`config.mk`:
```
export PLATFORM = sky130hd
export DESIGN_NAME = qtick_interval_timer
export DESIGN_NICKNAME = d
export VERILOG_FILES = /design/src/rtl/qtick_pkg.sv /design/src/rtl/qtick_counter.sv /design/src/rtl/qtick_deadline_calc.sv /design/src/rtl/qtick_alarm.sv /design/src/rtl/qtick_interval_timer.sv
export SDC_FILE = /design/constraint.sdc
export NUM_CORES = 1
export LEC_CHECK = 0
export CORE_UTILIZATION = 45
export DETAILED_ROUTE_END_ITERATION = 10
export GPL_TIMING_DRIVEN = 0
export PLACE_DENSITY = 0.71
export SYNTH_ARGS = -nofsm -noshare
export SYNTH_HDL_FRONTEND = slang
export SYNTH_SLANG_ARGS = --single-unit
```
`constraint.sdc`:
```
create_clock -name clk -period 5 [get_ports clk]
set_input_delay 0.75 -clock clk [delete_from_list [all_inputs] [get_ports clk]]
set_output_delay 0.75 -clock clk [all_outputs]
set_load 0.05 [all_outputs]
```
`src/rtl/qtick_pkg.sv`:
```
// Package qtick_pkg
// Shared sizing for the quarter-rate interval timer.
// Assumes the compare field plus the scale shift fits inside the tick width.
package qtick_pkg;
    localparam int TICK_W   = 64;   // internal tick counter width
    localparam int CMP_W    = 32;   // compare register width
    localparam int SCALE_SH = 2;    // visible rate = tick rate >> SCALE_SH
    localparam int GUARD    = 1000; // minimum lead of a fresh deadline
endpackage

```
`src/rtl/qtick_counter.sv`:
```
// Module qtick_counter
// Free-running tick counter plus a held snapshot of its quarter-rate view.
// Assumes a synchronous active-low reset; the snapshot loads on rd_stb only.
module qtick_counter #(
    parameter int TICK_W   = qtick_pkg::TICK_W,
    parameter int CMP_W    = qtick_pkg::CMP_W,
    parameter int SCALE_SH = qtick_pkg::SCALE_SH
) (
    input  logic              clk,
    input  logic              rst_n,
    input  logic              rd_stb,
    output logic [TICK_W-1:0] tick,
    output logic [CMP_W-1:0]  snap
);
    localparam int TOP_BIT = CMP_W + SCALE_SH - 1;

    // Advance the tick count by one every clock.
    always_ff @(posedge clk) begin
        if (!rst_n) tick <= '0;
        else        tick <= tick + TICK_W'(1);
    end

    // Capture the scaled-down view when a read is requested.
    always_ff @(posedge clk) begin
        if (!rst_n)      snap <= '0;
        else if (rd_stb) snap <= tick[TOP_BIT:SCALE_SH];
    end
endmodule

```
`src/rtl/qtick_deadline_calc.sv`:
```
// Module qtick_deadline_calc
// Combinational deadline builder: splices the scaled compare value into the
// low bits of the current tick and pushes it one round later if too close.
// Assumes TICK_W > CMP_W + SCALE_SH.
module qtick_deadline_calc #(
    parameter int TICK_W   = qtick_pkg::TICK_W,
    parameter int CMP_W    = qtick_pkg::CMP_W,
    parameter int SCALE_SH = qtick_pkg::SCALE_SH,
    parameter int GUARD    = qtick_pkg::GUARD
) (
    input  logic [TICK_W-1:0] tick,
    input  logic [CMP_W-1:0]  wdata,
    output logic [TICK_W-1:0] deadline
);
    localparam int                SPLICE_W = CMP_W + SCALE_SH;
    localparam logic [TICK_W-1:0] ROUND    = TICK_W'(1) << SPLICE_W;

    logic [TICK_W-1:0] spliced;
    logic [TICK_W:0]   horizon;
    logic              too_close;

    // Form the candidate and compare against tick + guard without overflow.
    always_comb begin
        spliced   = {tick[TICK_W-1:SPLICE_W], wdata, {SCALE_SH{1'b0}}};
        horizon   = {1'b0, tick} + (TICK_W+1)'(GUARD);
        too_close = ({1'b0, spliced} < horizon);
        deadline  = too_close ? spliced + ROUND : spliced;
    end
endmodule

```
`src/rtl/qtick_alarm.sv`:
```
// Module qtick_alarm
// Holds the deadline, the armed flag and the level interrupt.
// Priority per cycle: compare write, then deadline hit, then acknowledge.
// Assumes the alarm is one-shot: a hit disarms it until the next write.
module qtick_alarm #(
    parameter int TICK_W = qtick_pkg::TICK_W
) (
    input  logic              clk,
    input  logic              rst_n,
    input  logic [TICK_W-1:0] tick,
    input  logic              cmp_we,
    input  logic [TICK_W-1:0] new_deadline,
    input  logic              irq_ack,
    output logic [TICK_W-1:0] deadline,
    output logic              irq,
    output logic              hit
);
    logic armed;

    // Detect the tick reaching an armed deadline.
    always_comb hit = armed && (tick == deadline);

    // Update deadline, arm state and interrupt with write > hit > ack.
    always_ff @(posedge clk) begin
        if (!rst_n) begin
            deadline <= '0;
            armed    <= 1'b0;
            irq      <= 1'b0;
        end else if (cmp_we) begin
            deadline <= new_deadline;
            armed    <= 1'b1;
            irq      <= 1'b0;
        end else if (hit) begin
            armed    <= 1'b0;
            irq      <= 1'b1;
        end else if (irq_ack) begin
            irq      <= 1'b0;
        end
    end
endmodule

```
`src/rtl/qtick_interval_timer.sv`:
```
// Module qtick_interval_timer
// Top of the quarter-rate interval timer: tick counter, deadline builder and
// alarm. Assumes one clock domain and a synchronous active-low reset.
module qtick_interval_timer #(
    parameter int TICK_W   = qtick_pkg::TICK_W,
    parameter int CMP_W    = qtick_pkg::CMP_W,
    parameter int SCALE_SH = qtick_pkg::SCALE_SH,
    parameter int GUARD    = qtick_pkg::GUARD
) (
    input  logic              clk,
    input  logic              rst_n,
    input  logic              rd_stb,
    input  logic              cmp_we,
    input  logic [CMP_W-1:0]  cmp_wdata,
    input  logic              irq_ack,
    output logic [CMP_W-1:0]  count_o,
    output logic [TICK_W-1:0] deadline_o,
    output logic              irq_o
);
    logic [TICK_W-1:0] tick_w;
    logic [TICK_W-1:0] next_deadline_w;
    logic              hit_w;

    qtick_counter #(
        .TICK_W(TICK_W), .CMP_W(CMP_W), .SCALE_SH(SCALE_SH)
    ) u_counter (
        .clk(clk), .rst_n(rst_n), .rd_stb(rd_stb),
        .tick(tick_w), .snap(count_o)
    );

    qtick_deadline_calc #(
        .TICK_W(TICK_W), .CMP_W(CMP_W), .SCALE_SH(SCALE_SH), .GUARD(GUARD)
    ) u_calc (
        .tick(tick_w), .wdata(cmp_wdata), .deadline(next_deadline_w)
    );

    qtick_alarm #(
        .TICK_W(TICK_W)
    ) u_alarm (
        .clk(clk), .rst_n(rst_n), .tick(tick_w),
        .cmp_we(cmp_we), .new_deadline(next_deadline_w), .irq_ack(irq_ack),
        .deadline(deadline_o), .irq(irq_o), .hit(hit_w)
    );
endmodule

```
==> impl_metrics.csv, run 1 <==
group,metric,value,unit
cts,cts-root-buf,"clkbuf_16",
cts,cts-htree-levels,4,
cts,clk_path_buf_depth,2,
timing,fin_crit_sh,96.7,%
die,core_area,22000,um^2
yosys,synth-xor-area-share,13.1,%
yosys,synth_fa_ha_area_share,6.29,%
place,port_buffers,128,
timing,fin_worst_skew,0.0124,ns
yosys,synth_cells,1195,
timing,min_period,4.83,ns
cts,numClockSinks,160,
timing,fmax,207,MHz
drt,firstDrtPassIters,10,
global_routing,overflow,0,
outcome,violations,"DRC",
die,fp.dieW,152,um
setup_path,reg2reg_setup_slack,0.17,ns
setup_path,cp-start-kind,"flop",
global_routing,grt_max_degree,17,
setup_path,path_class,"flop to flop",
global_routing,use_met2,46.9,%
cts,holdBufCountCts,0,
power,ir_drop,0.200,mV
drt,vias_per_cell,5.92,
global_routing,antenna_found_initial,2,
setup_path,cp.arrival,5.19,ns
global_routing,grt_pass1_wl,54.8,mm
cts,cts.reportedPaths.clkPinSlew,0.08,ns
global_routing,grt_use_met3,6.00,%
power,p_total,3.14,mW
setup_path,cp_slowest_cell,"a21oi_1",
cells_and_area,final_cell_mix,"159 x dfxtp_1, 128 x clkdlybuf4s50_1, 105 x xnor2_1",
power,power_per_cell_area,249,nW/um^2
timing,finalHoldViolations,0,
setup_path,slowest_delay,0.65,ns
yosys,synthFlopType,"dfxtp_1",
setup_path,crit_fanout,10,
die,rows,54,
drt,totalWireLength,36.3,mm
yosys,synth_compound_area_share,10.8,%
drt,ant_nets,0,
yosys,async_reset_ff_share,0,%
cells_and_area,syn2layout_area_growth,24.4,%
setup_path,cp_cell_sequence,"buf_4, nand4_1, a21oi_1, nand2_1, nor2_1, xnor2_1, ha_1, nand4_1, a21oi_1, a2111oi_0, o21ai_0, o21ai_1, a311oi_2, or2_1, buf_4, or4_1, a31oi_1",
yosys,synth-seq-cells,160,
drt,vias,9726,
die,start_util,46.2,%
setup_path,cpLargestDelayFamily,"compound AO/OA/AOI/OAI gates",
timing,rsz0062_at_grt,"false",
yosys,yosys.area_share.simple,25.3,%
cts,cts_tree,"yes",
setup_path,worst-path-buf-inv,2,
cells_and_area,fin_nets,1438,
yosys,netlist.area_leader.share,31.6,%
cells_and_area,final_common_cell,"dfxtp_1",
yosys,yosys_warnings,0,
outcome,status,"finished with violations",
drt,drc,46,
yosys,synth-edff-count,0,
timing,setup_viol,0,
cts,insertion_delay,0.44,ns
die,die_y,152,um
global_routing,grt_use_met1,44.1,%
drt,drt-wirelength-per-cell,22.1,um
die,pin_count,134,
timing,slew-limit-headroom,8.46,%
yosys,yosysSeqAreaShare,31.6,%
power,p_leak,4.76,nW
job,cap_violations,0,
timing,final_max_slew_viol_count,0,
global_routing,grt_pass1_vias,9014,
place,placed_cells,1604,
yosys,synth_top_family_by_area,"simple AND/OR/NAND/NOR gates",
yosys,synth.distinct_cells,67,
min_path,hold_path_class,"flop to flop",
die,dieArea,23100,um^2
place,dp_hpwl,27.8,mm
global_routing,track_usage,31.3,%
yosys,syn_avg_cell_area,8.49,um^2
yosys,syn_area,10100,um^2
yosys,yosys-top-cells-area,"dfxtp_1 32%, xnor2_1 9.3%, mux2i_1 6.5%",
yosys,yosysTopAreaCell,"dfxtp_1",
cells_and_area,stdcell_count,1643,
place,routabilityCongestion,0.976,
setup_path,cp.required,5.36,ns
cts,numCtsBuffers,17,
yosys,muxShareOfSynthArea,7.10,%
setup_path,critPathCaptureType,"flop",
global_routing,grt.busiest_layer,"met2",
timing,tightest_slew,1.36,ns
drt,drt-initial-drc-count,902,
cells_and_area,drive_gt1_share,9.25,%
timing,whs,0.499,ns
cells_and_area,filler_cell_count,1997,
## worst reg2reg max path: cells and delay by family (launching register included)
family	cells	cell delay, ns
AOI/OAI and AO/OA	7	1.97
xor gates and xnor gates	1	0.14
adders and majority gates	1	0.27
buffers and inverters	2	0.37
DFF	1	0.33
and+or+nand+nor	6	1.67
## final timing paths
path                            depth (start not counted)              endpoint                from
worst max register to register                         17  u_alarm.deadline[61]  u_counter.tick[11]
worst min-delay path                                    1     u_counter.tick[0]   u_counter.tick[0]
worst max-delay path                                   17  u_alarm.deadline[61]  u_counter.tick[11]
worst min register to register                          1     u_counter.tick[0]   u_counter.tick[0]
## where the power goes
group	total (mW)	internal (mW)	switching [mW]
clock	1.40	0.770	0.630
combinational	0.397	0.154	0.243
sequential	1.34	1.30	0.0371
## repair_timing
item / 4_1_cts / 5_1_grt
hold endpoints to repair: 0 / 0
endpoints found under the setup margin: 30 / 30
setup buffers: 5 / 4
pin swaps: 2 / 9
resized for setup: 21 / 33
## layout make-up
| class | count | area (um^2) | area share, % |
|---|---|---|---|
| clock buffer | 18 | 439 | 3.48 |
| tap | 280 | 350 | 2.78 |
| inverter | 35 | 131 | 1.04 |
| buffer | 97 | 487 | 3.86 |
| sequential | 160 | 3210 | 25.4 |
| timing repair buffer | 137 | 1350 | 10.7 |
| antenna | 1 | 2.50 | 0.0198 |
| multi-input combinational | 902 | 6480 | 51.4 |
| clock inverter | 13 | 171 | 1.36 |
## logic make-up (layout without fill, tap and decap cells)
kind of cell	after synthesis	count (layout)
adders and majority gates	51	51
other	1	3
AOI/OAI and AO/OA	171	171
and+or+nand+nor	455	455
muxes	71	71
xor gates and xnor gates	152	152
DFF	160	160
buffers and inverters	134	300
## sequential cells by signal, indices dropped and copies added (netlist names)
signal and count:
u_alarm.armed 1, u_alarm.irq 1, u_counter.tick 64, u_counter.snap 32, u_alarm.deadline 62
## metal layers
| metal | wire length (um) | vias up |
|---|---|---|
| met3 | 3530 | 88 |
| met4 | 1090 | 2 |
| met5 | 13 | - |
| li1 | - | 4488 |
| met1 | 16000 | 4621 |
| met2 | 15700 | 527 |
## cell usage after synthesis, types with 5 or more instances
cell,n
and2_1,55
a21oi_1,36
a221oi_1,6
and4_1,6
buf_2,24
nor2_1,36
dfxtp_1,160
nor4_1,21
mux2i_1,66
or4_1,7
xor2_1,44
xnor2_1,108
a21boi_0,15
or3_1,25
nor2b_1,69
a31oi_1,12
ha_1,51
o21ai_0,55
clkbuf_1,51
o31ai_1,6
nand2_1,76
a21o_1,5
and3_1,19
o2bb2ai_1,5
buf_4,14
inv_1,35
nand3_1,34
buf_1,9
nand4_1,36
nor3_1,45
## through the flow
step                      util, %  setup slack, ns  setup TNS (ns)  cell area, um^2
after floorplan                 -            0.160               0            10100
after global routing         57.4          0.00526               0            12600
after CTS                    56.9           0.0278               0            12500
after global placement       53.6            -2.06          -51.87            11800
final                        57.5            0.167               0            12600
after detailed placement     53.6            -2.06          -51.84            11800
Power figures use the tool's default switching activity.
==> run 2: changes to the inputs <==
--- a/config.mk
+++ b/config.mk
@@ -5,6 +5,7 @@
 export SDC_FILE = /design/constraint.sdc
 export NUM_CORES = 1
 export LEC_CHECK = 0
+export CORE_MARGIN = 2
 export CORE_UTILIZATION = 45
 export DETAILED_ROUTE_END_ITERATION = 10
 export GPL_TIMING_DRIVEN = 0
==> impl_metrics.csv, run 2 (synthesis gave the netlist of run 1 again) <==
group,metric,value,unit
min_path,hold_path_class,"flop to flop",
cts,cts.reportedPaths.clkPinSlew,0.07,ns
die,core_area,22000,um^2
setup_path,cp-start-kind,"flop",
setup_path,critPathCaptureType,"flop",
drt,drc,0,
cells_and_area,largest_reg_flops,64,
cells_and_area,final_area,12700,um^2
global_routing,overflow,0,
setup_path,crit_fanout,10,
die,start_util,46.2,%
cts,holdBufCountCts,0,
setup_path,cp_slowest_cell,"a2111oi_0",
job,cap_violations,0,
drt,drt-initial-drc-count,906,
timing,fin_worst_skew,0.0111,ns
power,p_total,3.11,mW
timing,final_max_slew_viol_count,0,
cells_and_area,final_cell_mix,"157 x dfxtp_1, 128 x clkdlybuf4s50_1, 105 x xnor2_1",
cells_and_area,fin_nets,1435,
die,fp.dieW,154,um
global_routing,track_usage,30.1,%
drt,totalWireLength,36.1,mm
die,pin_count,134,
setup_path,slowest_delay,0.69,ns
cts,numClockSinks,160,
drt,vias,9694,
drt,drt-wirelength-per-cell,22.0,um
cts,clk_path_buf_depth,2,
global_routing,antenna_found_initial,0,
timing,slew-limit-headroom,7.79,%
cells_and_area,largestRegisters,"u_counter.tick x64, u_alarm.deadline x62, u_counter.snap x32",
drt,ant_nets,0,
setup_path,cp.required,5.31,ns
timing,setup_viol,0,
global_routing,grt_max_degree,17,
cts,cts-root-buf,"clkbuf_16",
setup_path,path_class,"flop to flop",
place,routabilityCongestion,0.971,
die,die_y,154,um
place,dp_hpwl,27.7,mm
die,rows,54,
timing,tightest_slew,1.37,ns
cells_and_area,regMostFlops,"u_counter.tick",
setup_path,cp_cell_sequence,"buf_6, or4_1, or3_4, nand3_4, nor4_4, buf_4, xnor2_1, ha_1, nand4_1, a21oi_1, a2111oi_0, o21ai_0, o21ai_2, a311oi_4, clkbuf_8, nor4_1, xnor2_1, a21oi_1",
timing,fmax,201,MHz
setup_path,cpLargestDelayFamily,"simple AND/OR/NAND/NOR gates",
cts,numCtsBuffers,17,
die,dieArea,23800,um^2
global_routing,grt_pass1_vias,9207,
power,power_per_cell_area,246,nW/um^2
place,port_buffers,128,
cells_and_area,final-seq-area,3210,um^2
cells_and_area,stdcell_count,1639,
place,placed_cells,1604,
cts,cts_tree,"yes",
global_routing,grt_pass1_wl,54.5,mm
cells_and_area,antenna_cells,0,
cts,cts-htree-levels,4,
cts,insertion_delay,0.44,ns
timing,min_period,4.98,ns
place,place_area,11800,um^2
outcome,status,"complete, no violations",
cells_and_area,syn2layout_area_growth,24.7,%
cells_and_area,drive_gt1_share,9.86,%
power,p_leak,4.80,nW
setup_path,cp.arrival,5.29,ns
power,ir_drop,0.180,mV
cells_and_area,filler_cell_count,2024,
drt,firstDrtPassIters,6,
drt,vias_per_cell,5.91,
cells_and_area,multi_input_area,6540,um^2
setup_path,worst-path-buf-inv,3,
cells_and_area,final_common_cell,"dfxtp_1",
timing,finalHoldViolations,0,
timing,fin_crit_sh,99.6,%
run 2: what timing repair did:
action | in CTS | in global routing
gates resized for setup | 32 | 30
pin swaps | 5 | 6
endpoints found under the hold margin | 0 | 0
setup endpoints to repair | 30 | 30
buffers inserted | 4 | 2
run 2: cell type report:
type | count | area share [%]
multi-input cells | 902 | 51.7
flip-flops and latches | 160 | 25.4
repair buffers | 134 | 10.5
plain buffers | 97 | 3.91
clock buffers | 17 | 3.36
well taps | 280 | 2.77
clock inverters | 14 | 1.37
inverters | 35 | 1.04
run 2: path summary, 6_finish.rpt:
path | start | to | slack [ns] | cells past startpoint
max | u_counter.tick[5] | u_alarm.deadline[55] | 0.02 | 18
min | u_counter.tick[0] | u_counter.tick[0] | 0.51 | 1
max reg2reg | u_counter.tick[5] | u_alarm.deadline[55] | 0.02 | 18
min reg2reg | u_counter.tick[0] | u_counter.tick[0] | 0.51 | 1
run 2: where the power goes:
group | total (mW) | switching (mW) | internal (mW)
Combinational | 0.398 | 0.243 | 0.155
Clock | 1.37 | 0.621 | 0.753
Sequential | 1.34 | 0.0378 | 1.30
run 2: metal layers:
metal	vias to the layer above	share of wire, %	GRT usage (%)
met5	-	0	0
met4	0	2.5	10.3
met3	64	9.1	6.14
met2	494	44	46.6
met1	4659	45	41.8
li1	4477	-	-
run 2: metrics by stage:
step                util [%]  setup TNS (ns)  hold WS, ns  setup WS, ns
global route            57.6         -0.0256        0.537       -0.0136
detailed placement      53.6          -58.85        0.484         -2.36
global placement        53.6          -60.40        0.476         -2.41
floorplan                  -               0        0.444         0.160
CTS                     57.1               0        0.502        0.0310
finish                  57.6               0        0.509        0.0191
==> run 3: changes to the inputs <==
--- a/config.mk
+++ b/config.mk
@@ -5,10 +5,12 @@
 export SDC_FILE = /design/constraint.sdc
 export NUM_CORES = 1
 export LEC_CHECK = 0
+export CAP_MARGIN = 0
 export CORE_MARGIN = 2
 export CORE_UTILIZATION = 45
 export DETAILED_ROUTE_END_ITERATION = 10
 export GPL_TIMING_DRIVEN = 0
+export MAX_ROUTING_LAYER = met4
 export PLACE_DENSITY = 0.71
 export SYNTH_ARGS = -nofsm -noshare
 export SYNTH_HDL_FRONTEND = slang
==> impl_metrics.csv, run 3 (synthesis gave the netlist of run 1 again) <==
group,metric,value,unit
outcome,status,"complete, no violations",
cells_and_area,final-seq-area,3210,um^2
die,dieArea,23800,um^2
timing,final_max_slew_viol_count,0,
cells_and_area,largestRegisters,"u_counter.tick x64, u_alarm.deadline x62, u_counter.snap x32",
place,dp_hpwl,28.1,mm
power,p_leak,4.79,nW
job,cap_violations,0,
cts,cts.reportedPaths.clkPinSlew,0.08,ns
min_path,hold_path_class,"flop to flop",
cts,numClockSinks,160,
place,dp_slack,-2.25,ns
timing,whs,0.503,ns
setup_path,r2r-start,"u_counter.tick[5]",
die,rows,54,
die,core_area,22000,um^2
drt,firstDrtPassIters,6,
cts,cts_tree,"yes",
power,power_per_cell_area,244,nW/um^2
global_routing,grt_pass1_vias,8960,
timing,worst_slack,0.185,ns
cells_and_area,regMostFlops,"u_counter.tick",
die,start_util,46.2,%
power,sw_frac_of_total,30.4,%
setup_path,cp.arrival,5.11,ns
setup_path,crit_fanout,10,
cts,insertion_delay,0.44,ns
cells_and_area,largest_reg_flops,64,
global_routing,track_usage,31.4,%
cells_and_area,filler_cell_count,2019,
drt,drc,0,
setup_path,rr_endpoint,"u_alarm.deadline[63]",
power,switchingPower,0.936,mW
power,clkPwrFrac,43.5,%
global_routing,overflow,0,
cells_and_area,multi_input_area,6510,um^2
drt,met1Wirelength,16.3,mm
drt,vias_per_cell,5.88,
setup_path,path_class,"flop to flop",
drt,totalWireLength,36.4,mm
power,p_comb_share,13.0,%
setup_path,cp.required,5.30,ns
timing,fin_crit_sh,96.3,%
cells_and_area,fin_util,57.6,%
cts,holdBufCountCts,0,
setup_path,reg2reg_setup_slack,0.19,ns
die,die_y,154,um
min_path,hold_path_end,"u_counter.tick[0]",
global_routing,grt_max_degree,19,
timing,slew-limit-headroom,11.7,%
min_path,worstHoldStart,"u_counter.tick[0]",
timing,setup_viol,0,
drt,dr.max_layer_used,"met4",
drt,drt-initial-drc-count,969,
drt,drt-wirelength-per-cell,22.2,um
timing,fmax,208,MHz
cells_and_area,final_area,12600,um^2
setup_path,startpoint,"u_counter.tick[5]",
die,fp.dieW,154,um
timing,tightest_slew,1.31,ns
die,pin_count,134,
drt,vias,9652,
drt,ant_nets,0,
cells_and_area,final_common_cell,"dfxtp_1",
setup_path,critPathCaptureType,"flop",
cells_and_area,antenna_cells,0,
cells_and_area,final_cell_mix,"159 x dfxtp_1, 128 x clkdlybuf4s50_1, 105 x xnor2_1",
cts,clk_path_buf_depth,2,
cts,cts-root-buf,"clkbuf_16",
place,routabilityCongestion,1.01,
global_routing,antenna_found_initial,0,
cells_and_area,fin_nets,1436,
cts,numCtsBuffers,17,
setup_path,r2r.worst_path.cells,20,
timing,fin_worst_skew,0.00796,ns
place,port_buffers,128,
drt,wl_met2,15.7,mm
power,cellInternalPower,2.15,mW
cts,cts-htree-levels,4,
power,p_total,3.08,mW
power,share_seq_of_total_power,43.5,%
global_routing,grt_pass1_wl,55.0,mm
cells_and_area,drive_gt1_share,9.48,%
timing,finalHoldViolations,0,
drt,route.met3.wl,3.29,mm
min_path,hold_path_depth,1,
timing,min_period,4.81,ns
power,ir_drop,0.228,mV
setup_path,cp-start-kind,"flop",
cells_and_area,syn2layout_area_growth,24.7,%
place,place_area,11800,um^2
[run 3: cell types whose count changed in the layout (fill, tap and decap cells not counted), moves of 3 or more]
cell | before | now
clkinv_8 | 1 | 4
inv_6 | 5 | 2
inv_8 | 2 | 5
clkbuf_2 | 7 | 3
clkinvlp_4 | 3 | 0
[run 3: power by group through the flow]
| stage | Sequential (mW) | Combinational, mW | Clock, mW |
|---|---|---|---|
| detailed placement | 1.37 | 0.387 | 0 |
| global route | 1.34 | 0.421 | 1.40 |
| CTS | 1.34 | 0.395 | 1.35 |
| finish | 1.34 | 0.400 | 1.34 |
| global placement | 1.37 | 0.383 | 0 |
| floorplan | 1.45 | 0.147 | 0 |
[run 3: cell type report]
cell class / instances / share of cell area [%]
Buffer: 97 / 3.88
Clock buffer: 18 / 3.47
Clock inverter: 14 / 1.31
Inverter: 35 / 1.04
Multi-Input combinational cell: 902 / 51.5
Sequential cell: 160 / 25.4
Tap cell: 280 / 2.77
Timing Repair Buffer: 135 / 10.7
[run 3: worst max-delay path by stage]
stage                      endpoint  slack, ns  cells past startpoint
2_1_floorplan  u_alarm.deadline[39]       0.16                     21
3_3_place_gp   u_alarm.deadline[58]      -2.30                     21
3_5_place_dp   u_alarm.deadline[58]      -2.25                     21
4_1_cts        u_alarm.deadline[35]      0.008                     20
5_1_grt        u_alarm.deadline[61]      -0.02                     19
6_report       u_alarm.deadline[63]       0.19                     20
[run 3: metal layers]
metal | track usage (%) | vias to the layer above
met5 | - | -
met2 | 46.3 | 497
met1 | 43.8 | 4585
met4 | 10.1 | 0
li1 | - | 4485
met3 | 5.21 | 85
[run 3: worst max-delay path, cell delays in order, from the launching register on]
cell and delay, ns:
dfxtp_1 0.34, buf_6 0.16, or4_1 0.54, or3_4 0.43, nand3_4 0.13, nor4_4 0.08
inv_1 0.07, nor2_1 0.05, xnor2_1 0.13, ha_1 0.27, and2_0 0.17, a221o_1 0.31
a221oi_1 0.38, o21ai_0 0.20, o21ai_2 0.22, a311oi_2 0.17, clkbuf_8 0.18, buf_12 0.13
nor4_2 0.42, a21o_1 0.20, a31oi_1 0.08
[run 3: metrics by stage]
step	instances	setup TNS (ns)
2_1_floorplan	1196	0
3_3_place_gp	1604	-57.37
3_5_place_dp	1604	-56.03
4_1_cts	1639	0
5_1_grt	1641	-0.0236
6_report	1641	0
[run 3: what timing repair did]
action | 4_1_cts | 5_1_grt
cloned | 0 | 0
buffers inserted | 5 | 2
setup endpoints to repair | 30 | 30
gates resized for setup | 31 | 23
pin swaps | 5 | 8
